<file path="config.mk">
export PLATFORM = sky130hd
export DESIGN_NAME = boot_cs_decoder
export DESIGN_NICKNAME = d
export VERILOG_FILES = /design/src/rtl/boot_cs_decoder.sv
export SDC_FILE = /design/constraint.sdc
export NUM_CORES = 1
export LEC_CHECK = 0
export BUFFER_PORTS_ARGS = -buffer_cell sky130_fd_sc_hd__buf_2
export CAP_MARGIN = 20
export CORE_AREA = 2 2 44 46
export CTS_CLUSTER_DIAMETER = 200
export CTS_CLUSTER_SIZE = 30
export DETAILED_ROUTE_END_ITERATION = 12
export DIE_AREA = 0 0 46 48
export PLACE_DENSITY = 0.8
export RECOVER_POWER = 100
export SLEW_MARGIN = 10
export SYNTH_ARGS = -nofsm -noshare
export SYNTH_HDL_FRONTEND = slang
export SYNTH_SLANG_ARGS = --single-unit
</file>
<file path="constraint.sdc">
create_clock -name clk -period 1.4 [get_ports clk]
set_input_delay 0.07 -clock clk [delete_from_list [all_inputs] [get_ports clk]]
set_output_delay 0.07 -clock clk [all_outputs]
set_load 0.01 [all_outputs]
</file>
<file path="src/rtl/boot_cs_decoder.sv">
module boot_cs_decoder #(
  parameter int AW      = 32,
  parameter int SEG_W   = 4,
  parameter int NUM_EXT = 6,
  parameter int SRAM_AW = 17,
  parameter int FBW     = $clog2(SRAM_AW + 1)
) (
  input  logic               clk,
  input  logic               por_n,
  input  logic               media_n,
  input  logic [AW-1:0]      addr,
  input  logic [FBW-1:0]     fb_log2,
  output logic [NUM_EXT-1:0] cs_n,
  output logic               sram_sel,
  output logic               rom_sel,
  output logic               unmapped,
  output logic [SRAM_AW-1:0] sram_addr
);
  localparam int NUM_SEG = NUM_EXT + 2;
  localparam logic [SEG_W-1:0] SEG_LIMIT  = SEG_W'(NUM_SEG);
  localparam logic [SEG_W-1:0] NRM_SRAM   = SEG_W'(NUM_EXT);
  localparam logic [SEG_W-1:0] NRM_ROM    = SEG_W'(NUM_EXT + 1);
  localparam logic [SEG_W-1:0] BOOT_ROM   = SEG_W'(0);
  localparam logic [SEG_W-1:0] BOOT_SRAM  = SEG_W'(1);
  localparam logic [FBW-1:0]   FB_MAX     = FBW'(SRAM_AW);

  logic             boot_q;
  logic [SEG_W-1:0] seg;
  logic             in_map;
  logic [FBW-1:0]   fb_eff;

  always_ff @(posedge clk)
    if (!por_n) boot_q <= ~media_n;

  assign seg    = addr[AW-1 -: SEG_W];
  assign in_map = seg < SEG_LIMIT;

  for (genvar i = 0; i < NUM_EXT; i++) begin : g_ext
    localparam logic [SEG_W-1:0] NAT = SEG_W'(i);
    localparam logic [SEG_W-1:0] REV = SEG_W'(NUM_SEG - 1 - i);
    assign cs_n[i] = !(in_map && (seg == (boot_q ? REV : NAT)));
  end

  assign sram_sel = in_map && (seg == (boot_q ? BOOT_SRAM : NRM_SRAM));
  assign rom_sel  = in_map && (seg == (boot_q ? BOOT_ROM  : NRM_ROM));
  assign unmapped = !in_map;

  assign fb_eff    = (fb_log2 > FB_MAX) ? FB_MAX : fb_log2;
  assign sram_addr = addr[SRAM_AW-1:0] & ~({SRAM_AW{1'b1}} << fb_eff);

  p_single_sel_r1: assert property (@(posedge clk) disable iff (!por_n)
    $onehot0({~cs_n, sram_sel, rom_sel}));

  p_unmapped_quiet_r6: assert property (@(posedge clk) disable iff (!por_n)
    unmapped |-> (&cs_n && !sram_sel && !rom_sel));

  p_mapped_one_r6: assert property (@(posedge clk) disable iff (!por_n)
    !unmapped |-> ($countones({~cs_n, sram_sel, rom_sel}) == 1));

  p_boot_hold_r7: assert property (@(posedge clk) disable iff (!por_n)
    $past(por_n) |-> $stable(boot_q));

  p_boot_rom_low_r4: assert property (@(posedge clk) disable iff (!por_n)
    (boot_q && rom_sel) |-> (seg == BOOT_ROM));

  p_sram_subset_r8: assert property (@(posedge clk) disable iff (!por_n)
    (sram_addr & ~addr[SRAM_AW-1:0]) == '0);
endmodule

</file>
==> results of run 1 <==
power by group through the flow:
stage | Sequential [W] | Clock (W) | Combinational [W]
finish | 0.0000392 | 0 | 0.000196
global route | 0.0000398 | 0 | 0.000216
CTS | 0.0000394 | 0 | 0.000208
detailed placement | 0.0000406 | 0 | 0.000203
global placement | 0.0000403 | 0 | 0.000199
floorplan | 0.0000385 | 0 | 0.000114
metal layers:
metal	GRT usage [%]	vias to the layer above	part of all wire (%)
li1	-	368	-
met1	11.9	308	41
met2	25.0	46	49
met3	0.755	0	10
met4	0	0	0
met5	0	-	0
what timing repair did:
item / CTS / global route
hold buffers: 0 / 0
resized for setup: 0 / 1
pin swaps: 0 / 2
setup endpoints to repair: 2 / 3
cloned: 0 / 0
buffers inserted: 1 / 0
critical path: stages (launching register included):
cell and delay [ns]:
edfxtp_1 0.42, or4_1 0.54, a21o_1 0.17, clkbuf_2 0.12
worst min path at each step:
stage | start | endpoint | slack, ns | cells past startpoint
after global routing | media_n | boot_q | 0.32 | 2
after floorplan | addr[31] | rom_sel | 0.18 | 1
after CTS | media_n | boot_q | 0.31 | 2
after detailed placement | media_n | boot_q | 0.31 | 2
final | media_n | boot_q | 0.31 | 2
after global placement | media_n | boot_q | 0.30 | 2
cell usage in the layout, fill, tap and decap left out, types with 4 or more instances in the layout:
master	count
buf_2	30
clkbuf_1	23
a21boi_0	5
nor2b_1	5
a21oi_1	5
nor2_1	4
nand4b_1	4
or4b_1	4
a21o_1	4
through the flow:
step | hold WS (ns) | utilization (%) | area [um2] | power [W] | std cells
after floorplan | 0.184 | - | 502 | 0.000152 | 70
after global placement | 0.305 | 45.3 | 764 | 0.000239 | 134
after detailed placement | 0.312 | 45.3 | 764 | 0.000244 | 134
after CTS | 0.312 | 45.5 | 768 | 0.000247 | 135
after global routing | 0.320 | 43.7 | 738 | 0.000256 | 135
final | 0.310 | 43.7 | 738 | 0.000235 | 135
area by class of cell:
class | count | area (um2) | share of cell area (%)
inverter | 2 | 7.51 | 1.02
sequential | 1 | 30.0 | 4.07
timing repair buffer | 57 | 259 | 35.1
tap | 17 | 21.3 | 2.88
multi-input combinational | 58 | 420 | 56.9
logic make-up after synthesis:
family	after synthesis	synth area share [%]
compound gates	25	35.2
buf+inv	11	10.2
flops	1	5.99
simple gates	33	48.6
==> key figures, run 1 <==
Status
  • Status: finished, final reports clean

Timing
  • Setup TNS: 0 ns
  • Final hold viol count: 0
  • Slew @ Worst Pin: roughly 0.45 ns
  • Max_slew headroom: between 60% and 70%
  • # setup viols final: 0
  • RSZ-0062 raised after global routing: false
  • Final critical-path share of the clock period: between 90 and 100%
  • Final Critical Period: around 1.3 ns
  • Final WS setup: 0.0707 ns
  • Fmax: 0.752 GHz
  • Final Max Tran Viols: 0

Worst setup path
  • Crit path max fanout: 6
  • CP Capture Point: cs_n[0]
  • Arr. time, crit path: around 1.3 ns
  • Critical path class: flop to output pin
  • Crit start category: flop
  • CP Capture Type: output pin
  • Crit path launch: boot_q
  • Critical path data required time: about 1.3 ns

Pwr
  • Pwr dens: around 320 mW/mm2
  • Sw Pwr: approximately 0.00011 W
  • Switching share of power: 46.2%
  • Worst IR Drop VDD: ~0.00019 V
  • Comb power frac: 83.3%
  • Internal Power: about 0.00013 W
  • Clock Power Share: 0%
  • Leak: 0.319 nW
  • Sequential Power Share: between 10% and 20%

Logic synthesis
  • Syn nets: 110
  • Yosys reg bits: 1
  • Syn avg cell area: between 7 and 8 um2
  • Synth async-reset ratio: 0%
  • Synth Cell Area: approximately 500 um2
  • Yosys top cell by area: or4b_1
  • Synth warn: 0
  • Top cells by count, synth: a21boi_0 (5), a21oi_1 (5), nor2b_1 (5)
  • Mapped Cells: 70
  • Area contributors post-synth: or4b_1 (8.0%), a21boi_0 (7.5%), nand4b_1 (7.0%)
  • Register area share after synthesis: ~6.0%
  • EDFF count, synth: 1
  • Post-synth top area share: between 7 and 8%
  • Count of cell types in the netlist: 31
  • Ys flop type: edfxtp_1

Detailed routing
  • Vias post-DR: about 720
  • DRT Wirelength: around 1400 um
  • DRT antenna net count: 0
  • Number of remaining DRC errors: 0
  • WL/cell: just over 10 um
  • Vias/cell: about 5.3
  • DRT Pass-1 Iters: 1
  • Initial DRC Count: 0

Die
  • Die Y-Extent: between 40 and 50 um
  • Area of the core: 0.00169 mm2
  • Initial Util: 29.7%
  • Die W: ~46 um
  • Die area: approximately 0.0022 mm2
  • Cell row count: 15
  • I/O Pins: between 60 and 70

GRT
  • Vias in the first global route: 530
  • Total track usage: a little under an eighth
  • First-pass GRT wire length: 1990 um
  • Initial antenna violation count: 0
  • Pin count of the biggest net entering global routing: 17
  • Total global routing overflow: 0

Layout
  • Fin nets: between 150 and 200
  • Layout fillers: 183
  • Reg with most FFs: boot_q
  • Layout cell share with drive strength beyond 1: between 20% and 30%
  • Biggest regs: boot_q: 1 flops
  • Area grow syn2layout: 47.1%
  • Number of inserted diodes: 0
  • Max FFs per register: 1

Clocking
  • Clk pin slew, worst setup/hold paths: 0 ns

Placed design
  • Post-place setup slack: -0.00425 ns
  • Input/output buffers: 54
  • DP HPWL: around 1100 um
  • GPL Wtd Cong: 0.712

Hold path
  • Hold WC Path Type: primary input to flop

Run
  • Max Cap Viol: 0
No activity file was read; power rests on OpenSTA's default activity.
==> run 2: changes to the inputs <==
PLACE_DENSITY = 0.83   (was 0.8)
==> run 2 against run 1 <==
  * Global-route usage rose by 0.23 points
  * Largest power group unchanged
  * Via count up 3.2%
  * Cell count grew 0.74%
  * Highest routed layer unchanged
==> key figures, run 2 (synthesized netlist as in run 1, its figures left out) <==
Timing
  • RSZ-0062 raised after global routing: true
  • Setup TNS: 0 ns
  • Final Max Tran Viols: 0
  • # setup viols final: 0
  • Final Critical Period: 1.38 ns
  • Max_slew headroom: between 60% and 70%
  • Final WS setup: about 0.023 ns
  • Final critical-path share of the clock period: a little over nine tenths
  • Min Hold Slack: 0.307 ns
  • Fmax: slightly above 0.7 GHz
  • Slew @ Worst Pin: just under 0.5 ns
  • Final hold viol count: 0

Die
  • Die Y-Extent: about 48 um
  • Die W: roughly 46 um
  • Cell row count: 15
  • Die area: around 0.0022 mm2
  • Area of the core: about 0.0017 mm2
  • Initial Util: around 30%
  • I/O Pins: 66

Layout
  • Layout cell share with drive strength beyond 1: between 30% and 40%
  • Reg with most FFs: boot_q
  • Fin nets: around 160
  • Max FFs per register: 1
  • Area grow syn2layout: 51.9%
  • Most common cell after layout, fill and taps aside: buf_2
  • Number of inserted diodes: 0
  • Biggest regs: boot_q: 1 flops
  • Design area: between 700 and 800 um2
  • Most frequent cells in the layout: buf_2 (35), clkbuf_1 (19), a21boi_0 (5), nor2b_1 (5), a21oi_1 (5)

Worst setup path
  • CP Capture Type: output pin
  • Crit path max fanout: 8
  • Slowest-stage cell, CP: edfxtp_1
  • CP max stage delay: ~0.44 ns
  • Critical path data required time: between 1 and 1.5 ns
  • Critical path class: flop to output pin
  • Critical path cell sequence: buf_4 -> or4b_1 -> a21oi_1 -> buf_2
  • Crit start category: flop
  • Arr. time, crit path: between 1 and 1.5 ns

Detailed routing
  • Initial DRC Count: 5
  • WL/cell: between 10 and 15 um
  • Vias post-DR: roughly 750
  • Vias/cell: 5.48
  • DRT Pass-1 Iters: 3
  • Number of remaining DRC errors: 0
  • DRT antenna net count: 0
  • DRT Wirelength: between 1000 and 1500 um

GRT
  • Total track usage: about 12%
  • Pin count of the biggest net entering global routing: 17
  • First-pass GRT wire length: between 2000 and 2500 um
  • Vias in the first global route: roughly 530
  • Total global routing overflow: 0
  • Initial antenna violation count: 0

Pwr
  • Worst IR Drop VDD: 0.000175 V
  • Leak: 0.333 nW
  • Pwr dens: around 320 mW/mm2

Status
  • Status: finished, final reports clean

Clocking
  • Clk pin slew, worst setup/hold paths: 0 ns
  • CTS Hold Buffers Added: 0

Placed design
  • Area after DPL: 764 um2
  • GPL Wtd Cong: 0.678
  • Post-place setup slack: -0.0322 ns
  • Input/output buffers: 54
  • DP HPWL: between 1000 and 1500 um

Hold path
  • Hold WC Path Type: primary input to flop

Run
  • Max Cap Viol: 0
run 2: per-layer routing:
metal / wire length [um] / up-vias / global-route usage, %
met5: 0 / - / 0
met4: 0 / 0 / 0
met3: 129 / 0 / 0.377
met1: 586 / 327 / 14.1
met2: 686 / 46 / 23.3
li1: - / 372 / -
run 2: final cells by class:
class	instances	area [um2]
fillers	168	927
multi-input cells	58	427
flip-flops and latches	1	30.0
inverters	2	7.51
well taps	17	21.3
repair buffers	58	277
run 2: critical path: cells and delay by family (launching register included):
kind | cells | cell delay, ns
AO/OA/AOI/OAI | 1 | 0.13
AND/OR/NAND/NOR | 1 | 0.43
flip-flops | 1 | 0.44
buffers and inverters | 2 | 0.31
run 2: timing repair:
| action | 4_1_cts | 5_1_grt |
|---|---|---|
| endpoints found under the setup margin | 5 | 4 |
| setup buffers | 2 | 0 |
| resized for setup | 0 | 1 |
| gates cloned | 0 | 0 |
| pin swaps | 2 | 1 |
run 2: final timing paths:
| check | start | slack [ns] | cells past startpoint | end |
|---|---|---|---|---|
| max | boot_q | 0.02 | 4 | rom_sel |
| min | media_n | 0.31 | 2 | boot_q |
run 2: stage by stage:
step	utilization, %	std cells	total power (W)
finish	45.1	136	0.000244
detailed placement	45.3	134	0.000245
global route	45.1	136	0.000266
CTS	46.1	136	0.000252
floorplan	-	70	0.000152
global placement	45.3	134	0.000239
run 2: power by group:
group	internal, W	switching, W	leakage (nW)
logic	0.0000971	0.000106	0.323
registers	0.0000365	0.00000415	0.00979
clock network	0	0	0
total	0.000134	0.000110	0.333
==> run 3: changes to the inputs <==
CORE_AREA = 2 2 42 44   (was 2 2 44 46)
DIE_AREA = 0 0 44 46   (was 0 0 46 48)
PLACE_DENSITY = 0.9   (was 0.83)
clock period = 1.59 ns   (was 1.4 ns; I/O delays follow)
==> run 3 against run 2 <==
  * Wire length down 2.9%
  * Sequential cell count unchanged
  * First-iteration DRC count up 20%
  * Hold slack better by 0.0096 ns
  * Sequential share of layout area up 0.23 points
  * Critical path type unchanged
  * Utilization down 0.54 points
  * Die area down 8.3%
  * Final area down 5.6%
==> key figures, run 3 (synthesized netlist as in run 1, its figures left out) <==
Status
  • Status: finished, final reports clean

Layout
  • Fin nets: about 160
  • Max FFs per register: 1
  • Layout fillers: 169
  • Multi-input gate area: about 420 um2
  • Area grow syn2layout: 43.4%
  • Most frequent cells in the layout: buf_2 (29), clkbuf_1 (24), a21boi_0 (5), nor2b_1 (5), a21oi_1 (5)
  • Design area: 719 um2
  • Most common cell after layout, fill and taps aside: buf_2
  • Biggest regs: boot_q: 1 flops
  • Register area: about 30 um2
  • Layout cell share with drive strength beyond 1: 26.1%
  • Reg with most FFs: boot_q
  • Number of inserted diodes: 0

Detailed routing
  • WL/cell: 10.3 um
  • Number of remaining DRC errors: 0
  • DRT Pass-1 Iters: 2
  • Vias/cell: approximately 5.4
  • Initial DRC Count: 6
  • DRT antenna net count: 0
  • DRT Wirelength: between 1000 and 1500 um
  • Vias post-DR: 713

Die
  • Initial Util: slightly above 30%
  • Die Y-Extent: 46 um
  • Area of the core: ~0.0016 mm2
  • Die W: 44 um
  • Die area: roughly 0.0020 mm2
  • I/O Pins: 66
  • Cell row count: 15

GRT
  • Total track usage: 13.1%
  • Vias in the first global route: between 500 and 600
  • First-pass GRT wire length: 2170 um
  • Pin count of the biggest net entering global routing: 17
  • Initial antenna violation count: 0
  • Total global routing overflow: 0

Pwr
  • Leak: about 0.3 nW
  • Pwr dens: 279 mW/mm2
  • Sw Pwr: 0.0000941 W
  • Comb power frac: ~80%
  • Sequential Power Share: a little under a fifth
  • Switching share of power: ~47%
  • Internal Power: 0.000107 W
  • Clock Power Share: 0%
  • Worst IR Drop VDD: 0.000166 V

Worst setup path
  • Crit start category: flop
  • Critical path data required time: between 1.5 and 2 ns
  • Arr. time, crit path: roughly 1.4 ns
  • Critical path class: flop to output pin
  • CP Capture Type: output pin
  • Crit path max fanout: 16

Timing
  • Final hold viol count: 0
  • Final Max Tran Viols: 0
  • Setup TNS: 0 ns
  • Slew @ Worst Pin: around 0.47 ns
  • # setup viols final: 0
  • Fmax: 0.665 GHz
  • Final WS setup: ~0.085 ns
  • Final critical-path share of the clock period: a little over nine tenths
  • RSZ-0062 raised after global routing: false
  • Final Critical Period: roughly 1.5 ns
  • Max_slew headroom: around two thirds

Hold path
  • Hold Path End: boot_q
  • WHS Path Cells: 2
  • Hold WC Path Type: primary input to flop
  • Worst Min Path Start: media_n

Clocking
  • Setup Fix Bufs, Post-CTS: 0
  • CTS Hold Buffers Added: 0
  • Clk pin slew, worst setup/hold paths: 0 ns
  • Post-cts gate resize count: 0

Placed design
  • Area after DPL: about 750 um2
  • DP HPWL: ~1100 um
  • Input/output buffers: 54
  • GPL Wtd Cong: 0.675
  • Post-place setup slack: a little over 0.09 ns

Run
  • Max Cap Viol: 0
-- run 3: cell types whose count changed in the layout (fill, tap and decap cells not counted), sizes merged --
| cell | delta |
|---|---|
| clkbuf | +6 |
| buf | -10 |
-- run 3: metal layers --
| metal | GRT usage, % | up-vias | wire, um |
|---|---|---|---|
| met2 | 26.5 | 45 | 647 |
| met5 | 0 | - | 0 |
| met3 | 0 | 0 | 173 |
| li1 | - | 361 | - |
| met1 | 16.3 | 307 | 540 |
| met4 | 0 | 0 | 0 |
-- run 3: cell type report --
| cell class | count | area share, % |
|---|---|---|
| inverters | 2 | 1.04 |
| multi-input cells | 58 | 58.4 |
| flip-flops and latches | 1 | 4.17 |
| well taps | 17 | 2.96 |
| repair buffers | 54 | 33.4 |
-- run 3: worst max path at each step --
stage / slack, ns / end / start
floorplan: 0.37 / cs_n[2] / boot_q
global placement: 0.13 / cs_n[2] / boot_q
detailed placement: 0.09 / cs_n[4] / boot_q
CTS: 0.09 / cs_n[2] / boot_q
global route: 0.007 / cs_n[2] / boot_q
finish: 0.09 / cs_n[2] / boot_q
-- run 3: worst max-delay path, stage by stage, from the launching register on --
cell      delay [ns]
edfxtp_1        0.53
or4b_1          0.57
a21o_1          0.19
buf_2           0.13
-- run 3: per-stage QoR --
stage | hold slack (ns) | total power, W | utilization [%] | std cells
floorplan | 0.203 | 0.000134 | - | 70
global placement | 0.315 | 0.000204 | 46.4 | 132
detailed placement | 0.318 | 0.000209 | 46.4 | 132
CTS | 0.318 | 0.000210 | 46.4 | 132
global route | 0.339 | 0.000221 | 44.6 | 132
finish | 0.316 | 0.000201 | 44.6 | 132
-- run 3: power groups by stage --
| stage | logic, W | clock network (W) | registers (W) |
|---|---|---|---|
| 2_1_floorplan | 0.000100 | 0 | 0.0000339 |
| 3_3_place_gp | 0.000166 | 0 | 0.0000379 |
| 3_5_place_dp | 0.000171 | 0 | 0.0000385 |
| 4_1_cts | 0.000171 | 0 | 0.0000386 |
| 5_1_grt | 0.000182 | 0 | 0.0000398 |
| 6_report | 0.000162 | 0 | 0.0000386 |
